$ cat src/rtl/rxf_pkg.sv
package rxf_pkg;
  typedef struct packed {
    logic shiftEn;  // take one data bit
    logic parChk;   // parity bit sample: check and store byte
    logic flush;    // idle timeout: close packet
    logic drop;     // receiver disabled: discard partial state
  } rxStrb_t;

  typedef enum logic [1:0] {ST_ARM, ST_HUNT, ST_DATA, ST_PAR} rxState_t;
endpackage

$ cat src/rtl/rxf_fifo.sv
module rxf_fifo #(
  parameter int W     = 32,
  parameter int DEPTH = 4
) (
  input  logic         clk,
  input  logic         rstN,
  input  logic         push,
  input  logic [W-1:0] pushData,
  input  logic         pop,
  output logic [W-1:0] popData,
  output logic         empty,
  output logic         full,
  output logic [$clog2(DEPTH):0] count
);
  localparam int AW = $clog2(DEPTH);

  logic [W-1:0] mem [DEPTH];
  logic [AW:0]  wp, rp;
  logic         doPush, doPop;

  assign empty  = (wp == rp);
  assign full   = (wp[AW] != rp[AW]) && (wp[AW-1:0] == rp[AW-1:0]);
  assign doPush = push && !full;
  assign doPop  = pop && !empty;
  assign popData = mem[rp[AW-1:0]];

  always_ff @(posedge clk) begin
    if (doPush) mem[wp[AW-1:0]] <= pushData;
  end

  always_ff @(posedge clk or negedge rstN) begin
    if (!rstN) begin
      wp <= '0;
      rp <= '0;
      count <= '0;
    end else begin
      if (doPush) wp <= wp + 1'b1;
      if (doPop)  rp <= rp + 1'b1;
      if (doPush && !doPop)      count <= count + 1'b1;
      else if (doPop && !doPush) count <= count - 1'b1;
    end
  end
endmodule

$ cat src/rtl/rxf_ctrl.sv
module rxf_ctrl
  import rxf_pkg::*;
#(
  parameter int ARM_RUN = 10,
  parameter int TO_W    = 16
) (
  input  logic            clk,
  input  logic            rstN,
  input  logic            rxEn,
  input  logic            markLevel,
  input  logic            clkPol,
  input  logic            rxTiming,
  input  logic            rxData,
  input  logic [TO_W-1:0] toLen,
  output rxStrb_t         strb
);
  localparam int RUN_W = $clog2(ARM_RUN + 1);

  rxState_t        state;
  logic            prevT;
  logic [RUN_W-1:0] runCnt;
  logic [2:0]      bitCnt;
  logic [TO_W-1:0] toCnt;
  logic            pktOpen;
  logic            tick, isMark, toHit;

  // one sample per selected edge of the timing line
  assign tick   = rxEn && (prevT == clkPol) && (rxTiming != clkPol);
  assign isMark = (rxData == markLevel);
  // idle counter starts at zero; the packet closes on the toLen-th idle sample
  assign toHit  = ({1'b0, toCnt} + (TO_W+1)'(1)) >= {1'b0, toLen};

  always_comb begin
    strb = '0;
    strb.drop = !rxEn;
    if (tick) begin
      case (state)
        ST_DATA: strb.shiftEn = 1'b1;
        ST_PAR:  strb.parChk  = 1'b1;
        ST_HUNT: strb.flush   = isMark && pktOpen && toHit;
        default: ;
      endcase
    end
  end

  always_ff @(posedge clk or negedge rstN) begin
    if (!rstN) begin
      state   <= ST_ARM;
      prevT   <= 1'b0;
      runCnt  <= '0;
      bitCnt  <= '0;
      toCnt   <= '0;
      pktOpen <= 1'b0;
    end else begin
      prevT <= rxTiming;
      if (!rxEn) begin
        state   <= ST_ARM;
        runCnt  <= '0;
        bitCnt  <= '0;
        toCnt   <= '0;
        pktOpen <= 1'b0;
      end else if (tick) begin
        case (state)
          ST_ARM: begin
            if (!isMark) runCnt <= '0;
            else if (runCnt == RUN_W'(ARM_RUN - 1)) begin
              state  <= ST_HUNT;
              runCnt <= '0;
            end else runCnt <= runCnt + 1'b1;
          end
          ST_HUNT: begin
            if (!isMark) begin
              state  <= ST_DATA;
              bitCnt <= '0;
            end else if (pktOpen) begin
              if (toHit) begin
                pktOpen <= 1'b0;
                toCnt   <= '0;
              end else toCnt <= toCnt + 1'b1;
            end
          end
          ST_DATA: begin
            bitCnt <= bitCnt + 1'b1;
            if (bitCnt == 3'd7) state <= ST_PAR;
          end
          default: begin
            state   <= ST_HUNT;
            pktOpen <= 1'b1;
            toCnt   <= '0;
          end
        endcase
      end
    end
  end
endmodule

$ cat src/rtl/rxf_dp.sv
module rxf_dp
  import rxf_pkg::*;
#(
  parameter int WORD_BYTES = 4,
  parameter int WORD_DEPTH = 4,
  parameter int LEN_DEPTH  = 4,
  parameter int LEN_W      = 16
) (
  input  logic                        clk,
  input  logic                        rstN,
  input  rxStrb_t                     strb,
  input  logic                        rxData,
  input  logic                        msbFirst,
  input  logic                        hiByteFirst,
  input  logic                        oddParity,
  input  logic                        parIntEn,
  input  logic                        clrOvf,
  input  logic                        clrParErr,
  input  logic                        wordRdEn,
  input  logic                        lenRdEn,
  output logic [8*WORD_BYTES-1:0]     wordData,
  output logic                        wordEmpty,
  output logic [$clog2(WORD_DEPTH):0] wordCount,
  output logic [LEN_W-1:0]            lenData,
  output logic                        lenEmpty,
  output logic                        ovfFlag,
  output logic                        parErrFlag,
  output logic                        parIrq
);
  localparam int WORD_W = 8 * WORD_BYTES;
  localparam int IDX_W  = $clog2(WORD_BYTES);

  logic [7:0]        shReg;
  logic [WORD_W-1:0] wordBuf, mergedBuf, pushData;
  logic [IDX_W-1:0]  byteIdx, lane;
  logic [LEN_W-1:0]  byteCnt;
  logic              lastLane, parExp, wordPush, wordFull, lenFull;

  assign lane      = hiByteFirst ? (IDX_W'(WORD_BYTES - 1) - byteIdx) : byteIdx;
  assign lastLane  = (byteIdx == IDX_W'(WORD_BYTES - 1));
  assign parExp    = (^shReg) ^ oddParity;
  assign mergedBuf = wordBuf | (WORD_W'(shReg) << {lane, 3'b000});
  assign wordPush  = (strb.parChk && lastLane) || (strb.flush && byteIdx != '0);
  assign pushData  = strb.flush ? wordBuf : mergedBuf;
  assign parIrq    = parErrFlag && parIntEn;

  always_ff @(posedge clk or negedge rstN) begin
    if (!rstN) begin
      shReg      <= '0;
      wordBuf    <= '0;
      byteIdx    <= '0;
      byteCnt    <= '0;
      ovfFlag    <= 1'b0;
      parErrFlag <= 1'b0;
    end else begin
      if (strb.shiftEn)
        shReg <= msbFirst ? {shReg[6:0], rxData} : {rxData, shReg[7:1]};

      if (strb.flush || strb.drop) begin
        wordBuf <= '0;
        byteIdx <= '0;
        byteCnt <= '0;
      end else if (strb.parChk) begin
        byteCnt <= byteCnt + 1'b1;
        byteIdx <= byteIdx + 1'b1;
        wordBuf <= lastLane ? '0 : mergedBuf;
      end

      if (strb.parChk && rxData != parExp) parErrFlag <= 1'b1;
      else if (clrParErr)                  parErrFlag <= 1'b0;

      if (wordPush && wordFull) ovfFlag <= 1'b1;
      else if (clrOvf)          ovfFlag <= 1'b0;
    end
  end

  rxf_fifo #(.W(WORD_W), .DEPTH(WORD_DEPTH)) u_wordFifo (
    .clk(clk), .rstN(rstN), .push(wordPush), .pushData(pushData),
    .pop(wordRdEn), .popData(wordData), .empty(wordEmpty),
    .full(wordFull), .count(wordCount)
  );

  logic [$clog2(LEN_DEPTH):0] lenCount;
  rxf_fifo #(.W(LEN_W), .DEPTH(LEN_DEPTH)) u_lenFifo (
    .clk(clk), .rstN(rstN), .push(strb.flush), .pushData(byteCnt),
    .pop(lenRdEn), .popData(lenData), .empty(lenEmpty),
    .full(lenFull), .count(lenCount)
  );

  logic unusedLen;
  assign unusedLen = lenFull ^ (^lenCount);
endmodule

$ cat src/rtl/framed_rx.sv
module framed_rx
  import rxf_pkg::*;
#(
  parameter int ARM_RUN    = 10,
  parameter int TO_W       = 16,
  parameter int WORD_BYTES = 4,
  parameter int WORD_DEPTH = 4,
  parameter int LEN_DEPTH  = 4,
  parameter int LEN_W      = 16
) (
  input  logic                        clk,
  input  logic                        rstN,
  input  logic                        rxEn,
  input  logic                        markLevel,
  input  logic                        clkPol,
  input  logic                        msbFirst,
  input  logic                        hiByteFirst,
  input  logic                        oddParity,
  input  logic                        parIntEn,
  input  logic [TO_W-1:0]             toLen,
  input  logic                        rxTiming,
  input  logic                        rxData,
  input  logic                        wordRdEn,
  output logic [8*WORD_BYTES-1:0]     wordData,
  output logic                        wordEmpty,
  output logic [$clog2(WORD_DEPTH):0] wordCount,
  input  logic                        lenRdEn,
  output logic [LEN_W-1:0]            lenData,
  output logic                        lenEmpty,
  input  logic                        clrOvf,
  output logic                        ovfFlag,
  input  logic                        clrParErr,
  output logic                        parErrFlag,
  output logic                        parIrq
);
  rxStrb_t strb;

  rxf_ctrl #(.ARM_RUN(ARM_RUN), .TO_W(TO_W)) u_ctrl (
    .clk(clk), .rstN(rstN), .rxEn(rxEn), .markLevel(markLevel),
    .clkPol(clkPol), .rxTiming(rxTiming), .rxData(rxData),
    .toLen(toLen), .strb(strb)
  );

  rxf_dp #(.WORD_BYTES(WORD_BYTES), .WORD_DEPTH(WORD_DEPTH),
           .LEN_DEPTH(LEN_DEPTH), .LEN_W(LEN_W)) u_dp (
    .clk(clk), .rstN(rstN), .strb(strb), .rxData(rxData),
    .msbFirst(msbFirst), .hiByteFirst(hiByteFirst), .oddParity(oddParity),
    .parIntEn(parIntEn), .clrOvf(clrOvf), .clrParErr(clrParErr),
    .wordRdEn(wordRdEn), .lenRdEn(lenRdEn), .wordData(wordData),
    .wordEmpty(wordEmpty), .wordCount(wordCount), .lenData(lenData),
    .lenEmpty(lenEmpty), .ovfFlag(ovfFlag), .parErrFlag(parErrFlag),
    .parIrq(parIrq)
  );
endmodule

$ cat config.mk
export PLATFORM = sky130hd
export DESIGN_NAME = framed_rx
export DESIGN_NICKNAME = d
export VERILOG_FILES = /design/src/rtl/rxf_pkg.sv /design/src/rtl/rxf_fifo.sv /design/src/rtl/rxf_ctrl.sv /design/src/rtl/rxf_dp.sv /design/src/rtl/framed_rx.sv
export SDC_FILE = /design/constraint.sdc
export NUM_CORES = 1
export LEC_CHECK = 0
export ABC_AREA = 1
export BUFFER_PORTS_ARGS = -buffer_cell sky130_fd_sc_hd__clkbuf_2
export CORE_MARGIN = 2
export CORE_UTILIZATION = 35
export DETAILED_ROUTE_END_ITERATION = 16
export PLACE_DENSITY = 0.57
export SLEW_MARGIN = 20
export SYNTH_ARGS = -nofsm -noshare
export SYNTH_HDL_FRONTEND = slang
export SYNTH_HIERARCHICAL = 1
export SYNTH_SLANG_ARGS = --single-unit
$ cat constraint.sdc
create_clock -name clk -period 5.3 [get_ports clk]
set_clock_uncertainty 0.1 [all_clocks]
set_input_delay 0.795 -clock clk [delete_from_list [all_inputs] [get_ports clk]]
set_output_delay 0.795 -clock clk [all_outputs]
set_load 0.02 [all_outputs]
==> run_results.csv, run 1 <==
group,metric,value,unit
run_status,status,"finished, final reports clean",
setup_path,cp_max_fo,13,
placement,port_buffers,86,
clock_network,cts_max_level,2,
timing,setup-tns-final,0,ps
pwr,clkPwrFrac,0.319,
cells_and_area,nNetsFinal,1566,
pwr,vdd_drop_max,0.000194,V
pwr,total_leakage_power,6.72,nW
timing,drv_slew,0,
floorplan,die_y,203,µm
yosys,synth_cells,1406,
timing,relSlewSlack,0.397,
global_route,grt_pass1_vias,9524,
timing,post-route-period-util,0.863,
routing,ant_nets,0,
clock_network,clock_path_buffers,3,
cells_and_area,finish.utilization,0.411,
clock_network,cts_inserted_buffers,34,
setup_path,reg2reg_depth,23,
yosys,synth.net_count,1477,
floorplan,die_w,203,µm
timing,fin_crit,4570,ps
placement,gp_congestion,0.823,
setup_path,required,5600,ps
pwr,power_switching,2.63,mW
floorplan,rows,72,
setup_path,end_kind,"flop",
routing,viasPerCell,4.79,
setup_path,r2r_start,"u_ctrl/toCnt[0]",
pwr,swShare,0.356,
cells_and_area,finalNonFillerCells,2039,
global_route,grt_usage,0.150,
floorplan,core-area,38800,µm²
pwr,power_frac_seq,0.370,
clock_network,cts_tree,"done",
clock_network,cts_root_buffer,"clkbuf_16",
yosys,syn-cell-area,13900,µm²
min_path,holdCritPathClass,"input port to asynchronous set/reset pin",
setup_path,crit_arrival,4870,ps
timing,finalSetupViolCount,0,
routing,first_pass_iters,5,
pwr,p_per_area,463,nW/µm²
clock_network,cts_setup_buffers,0,
cells_and_area,final_cell_area,15900,µm²
timing,finalHoldViolCount,0,
cells_and_area,syn2layout_area_growth,15.1,%
floorplan,initial_utilization,0.357,
setup_path,startpoint,"u_ctrl/toCnt[0]",
clock_network,holdBufCountCts,0,
cells_and_area,drive_above_1_share,0.135,
cells_and_area,insertedDiodeCount,0,
clock_network,cts_resized,0,
pwr,intPower,4.76,mW
global_route,grt_pass1_wl,49.8,mm
placement,dpl_cell_area,14800,µm²
routing,wl,30.3,mm
routing,vias,9768,
clock_network,clk_pin_slew,60,ps
timing,worstMarginPinSlew,904,ps
placement,dp.cells,1977,
floorplan,num_io_pins,87,
pwr,combPwrFrac,0.311,
timing,max_freq,219,MHz
routing,drcViolationCount,0,
clock_network,cts_sinks,294,
setup_path,critPathKind,"flop to flop",
timing,rsz0062_at_grt,"no",
global_route,gr-total-overflow,0,
floorplan,die_area,41200,µm²
global_route,grt_max_degree,68,
yosys,ys_warn_count,6,
run,maxCapViolations,0,
routing,wl_per_cell,14.8,µm
yosys,syn_avg_cell_area,9.85,µm²
clock_network,clock_latency,520,ps
placement,dp_hpwl,19.0,mm
routing,drt_iter0_drc,582,
setup_path,start_kind,"flop",
global_route,grt_antenna_before_repair,1,
[cells in the final DEF (no fill, tap or decap), types with 2 or more instances in the layout]
cell,n
nor3_1,32
clkbuf_16,35
xnor2_1,7
o211ai_1,8
nor2_1,151
nand3_4,4
nand2_4,2
ha_1,39
nand3_1,45
clkbuf_8,2
nand4_1,16
a21oi_1,53
dfrtp_2,2
nand2_2,8
nand2_1,318
inv_2,8
clkbuf_2,85
clkinv_1,5
bufinv_16,4
buf_4,22
o21bai_1,2
nor3_2,10
o21ai_1,35
o21ai_2,3
o21ai_0,96
nor2_2,6
dfrtp_1,100
o22ai_1,50
xor2_1,8
nand3_2,2
inv_1,141
edfxtp_1,192
nand3b_1,2
clkbuf_1,12
xnor2_2,2
[sequential cells by signal (all words and copies together), names as in the netlist, 2 cells and up]
| register | count |
|---|---|
| u_ctrl/bitCnt | 3 |
| u_ctrl/runCnt | 4 |
| u_ctrl/state | 2 |
| u_ctrl/toCnt | 16 |
| u_dp/byteCnt | 16 |
| u_dp/byteIdx | 2 |
| u_dp/shReg | 8 |
| u_dp/u_lenFifo/mem | 64 |
| u_dp/u_lenFifo/rp | 3 |
| u_dp/u_lenFifo/wp | 3 |
| u_dp/u_wordFifo/count | 3 |
| u_dp/u_wordFifo/mem | 128 |
| u_dp/u_wordFifo/rp | 3 |
| u_dp/u_wordFifo/wp | 3 |
| u_dp/wordBuf | 32 |
[power by group through the flow]
stage / registers [mW] / clock network, mW / logic, mW
2_1_floorplan: 2.75 / 0 / 1.69
3_3_place_gp: 2.78 / 0 / 2.30
3_5_place_dp: 2.78 / 0 / 2.33
4_1_cts: 2.73 / 2.42 / 2.33
5_1_grt: 2.75 / 2.50 / 2.59
6_report: 2.73 / 2.35 / 2.30
[metrics by stage]
stage	power, mW	hold slack, ps	setup WS (ps)
5_1_grt	7.85	318	223
4_1_cts	7.49	305	737
3_3_place_gp	5.08	363	777
6_report	7.38	295	728
2_1_floorplan	4.44	346	216
3_5_place_dp	5.11	381	759
[layout make-up]
| class | count | area, µm² |
|---|---|---|
| fillers | 3810 | 22900 |
| flip-flops and latches | 294 | 8320 |
| multi-input cells | 908 | 4680 |
| clock buffers | 49 | 948 |
| well taps | 518 | 648 |
| repair buffers | 107 | 591 |
| inverters | 150 | 566 |
| clock inverters | 13 | 184 |
[per-layer routing]
metal / track usage / part of all wire / vias up / wire [µm]
met3: 0.0222 / 0.044 / 45 / 1330
met4: 0.0490 / 0.024 / 2 / 719
met1: 0.203 / 0.47 / 4624 / 14100
met5: 0 / 0.00040 / - / 12
li1: - / - / 4918 / -
met2: 0.249 / 0.47 / 179 / 14100
[final timing paths]
path	to	slack [ps]
worst max-delay path	u_dp/u_wordFifo/count[1]	730
worst min-delay path	u_ctrl/bitCnt[2]	290
worst max register to register	u_dp/u_wordFifo/count[1]	730
worst min register to register	u_dp/u_wordFifo/count[2]	380
max in group asynchronous	u_dp/byteIdx[0]	3730
min in group clk	u_ctrl/prevT	330
[critical path, cell delays in order (launching register included)]
cell     delay, ps
dfrtp_1        410
ha_1           200
nand2_1        100
nor2_2         150
nand2_1        100
nor2_1         120
xor2_1         240
ha_1           290
nand2_1        100
inv_1           40
nand2_1         60
nand2_1         50
nand2_1         60
nand2_1         50
nor2_1         620
a21oi_1        280
inv_1          140
o22ai_1        180
nand2_4        170
inv_2           40
ha_1           180
inv_1           90
fa_1           410
mux2_2         260
Power figures use the tool's default switching activity.
==> run 2: changes to the inputs <==
--- a/config.mk
+++ b/config.mk
@@ -8,9 +8,9 @@
 export ABC_AREA = 1
 export BUFFER_PORTS_ARGS = -buffer_cell sky130_fd_sc_hd__clkbuf_2
 export CORE_MARGIN = 2
-export CORE_UTILIZATION = 35
+export CORE_UTILIZATION = 50
 export DETAILED_ROUTE_END_ITERATION = 16
-export PLACE_DENSITY = 0.57
+export PLACE_DENSITY = 0.74
 export SLEW_MARGIN = 20
 export SYNTH_ARGS = -nofsm -noshare
 export SYNTH_HDL_FRONTEND = slang
==> run 2 against run 1 <==
  * Register-to-register slack worse by 20 ps
  * Maximum frequency decreased by 0.38%
  * First-iteration DRC count grew 46%
  * Count of clock-buffer cells in the layout is 9 lower
  * Critical path depth grew 1
  * Largest power group unchanged
  * Highest routed layer unchanged
==> run_results.csv, run 2 (synthesized netlist as in run 1, its figures left out) <==
group,metric,value,unit
cells_and_area,mostFrequentLayoutCells,"nand2_1 (318), edfxtp_1 (192), nor2_1 (151), inv_1 (141), dfrtp_1 (101)",
cells_and_area,finalNonFillerCells,1885,
setup_path,cp_max_fo,13,
placement,port_buffers,86,
setup_path,crit_arrival,4910,ps
placement,dp.cells,1829,
routing,first_pass_iters,7,
global_route,gr-total-overflow,0,
setup_path,start_kind,"flop",
setup_path,end_kind,"flop",
clock_network,cts_root_buffer,"clkbuf_16",
pwr,clkPwrFrac,0.290,
cells_and_area,drive_above_1_share,0.135,
cells_and_area,largest_reg_flops,128,
routing,wl,29.0,mm
cells_and_area,syn2layout_area_growth,12.5,%
clock_network,cts_resized,0,
routing,ant_nets,0,
pwr,power,7.07,mW
pwr,vdd_drop_max,0.000269,V
pwr,combPwrFrac,0.325,
clock_network,holdBufCountCts,0,
placement,place_ws,777,ps
routing,wl_met3,1.93,mm
floorplan,core-area,27100,µm²
floorplan,num_io_pins,87,
min_path,holdCritPathClass,"input port to asynchronous set/reset pin",
timing,rsz0062_at_grt,"no",
global_route,grt_usage,0.202,
setup_path,crit_slowest_cell,"nor2_1",
floorplan,die_area,29100,µm²
floorplan,die_w,170,µm
cells_and_area,final_cell_area,15600,µm²
timing,max_freq,218,MHz
clock_network,clock_latency,560,ps
routing,wl_per_cell,15.4,µm
setup_path,cp_cell_sequence,"ha_1, nand2_1, nor2_2, nand2_1, nor2_1, xor2_1, ha_1, nand2_1, inv_1, nand2_1, nand2_1, nand2_1, nand2_1, nor2_1, a21oi_1, buf_4, inv_1, o22ai_1, nand2_4, inv_2, ha_1, inv_1, fa_1, mux2_2",
pwr,swShare,0.365,
timing,whs,208,ps
timing,worstMarginPinSlew,860,ps
pwr,p_per_area,454,nW/µm²
timing,fin_ws,711,ps
routing,drt_iter0_drc,848,
global_route,grt_pass1_vias,9510,
clock_network,cts_tree,"done",
global_route,grt_antenna_before_repair,3,
timing,fin_crit,4590,ps
global_route,grt_pass1_wl,47.3,mm
clock_network,clk_pin_slew,60,ps
pwr,power_frac_seq,0.386,
routing,viasPerCell,5.32,
global_route,grt_max_degree,68,
clock_network,cts_max_level,1,
routing,routed-wl-met2,13.8,mm
cells_and_area,layout_commonest_cell,"nand2_1",
setup_path,max_stage_delay,640,ps
placement,dpl_cell_area,14600,µm²
clock_network,cts_sinks,294,
timing,finalSetupViolCount,0,
routing,top_layer,"met5",
clock_network,cts_setup_buffers,0,
pwr,intPower,4.49,mW
timing,finalHoldViolCount,0,
placement,dp_hpwl,18.3,mm
routing,m1WireLength,12.7,mm
run,maxCapViolations,0,
timing,drv_slew,0,
setup_path,required,5630,ps
run_status,status,"finished, final reports clean",
pwr,total_leakage_power,6.63,nW
floorplan,die_y,170,µm
pwr,power_switching,2.58,mW
timing,relSlewSlack,0.426,
floorplan,rows,60,
setup_path,cpMostUsedCell,"nand2_1",
placement,gp_congestion,0.908,
setup_path,critPathKind,"flop to flop",
timing,post-route-period-util,0.866,
routing,drcViolationCount,0,
floorplan,initial_utilization,0.511,
clock_network,clock_path_buffers,3,
timing,setup-tns-final,0,ps
routing,vias,10000,
clock_network,cts_inserted_buffers,30,
cells_and_area,finish.utilization,0.575,
cells_and_area,insertedDiodeCount,0,
cells_and_area,nNetsFinal,1560,
==> run 2: cell count changes in the layout (fill, tap and decap cells not counted), sizes merged <==
cell | before | now
buf | 22 | 20
bufinv | 4 | 2
clkbuf | 134 | 125
clkinv | 6 | 10
clkinvlp | 0 | 3
inv | 153 | 151
==> run 2: metal layers <==
layer	track usage	up-vias
met5	0	-
met4	0.0535	6
met3	0.0340	48
met2	0.335	335
met1	0.276	4746
li1	-	4902
==> run 2: cell type report <==
type,instances,area [µm²]
clock buffer,40,818
clock inverter,16,155
fill,2226,11500
inverter,150,566
multi-input combinational,908,4680
sequential,294,8320
tap,372,465
timing repair buffer,105,576
==> run 2: worst max-delay path: cells and delay by family, from the launching register on <==
| family | cells | cell delay, ps |
|---|---|---|
| compound gates | 2 | 320 |
| xor+xnor | 1 | 220 |
| fa+ha+maj | 4 | 1080 |
| buf+inv | 5 | 460 |
| flops | 1 | 420 |
| mux | 1 | 260 |
| simple gates | 11 | 1580 |
==> run 2: power groups by stage <==
stage	clock network, mW	logic, mW	registers, mW
6_report	2.05	2.29	2.73
5_1_grt	2.17	2.55	2.74
4_1_cts	2.08	2.30	2.73
3_5_place_dp	0	2.29	2.77
3_3_place_gp	0	2.24	2.77
2_1_floorplan	0	1.69	2.75
==> run 2: final timing paths <==
kind / slack, ps / endpoint / depth (start not counted) / start
max: 710 / u_dp/u_wordFifo/count[1] / 24 / u_ctrl/toCnt[0]
min: 210 / u_ctrl/prevT / 1 / rstN
max reg2reg: 710 / u_dp/u_wordFifo/count[1] / 24 / u_ctrl/toCnt[0]
min reg2reg: 380 / u_ctrl/bitCnt[1] / 2 / u_ctrl/bitCnt[1]
max in group asynchronous: 3700 / u_dp/u_wordFifo/rp[0] / 2 / rstN
min in group clk: 290 / u_ctrl/prevT / 1 / rxTiming
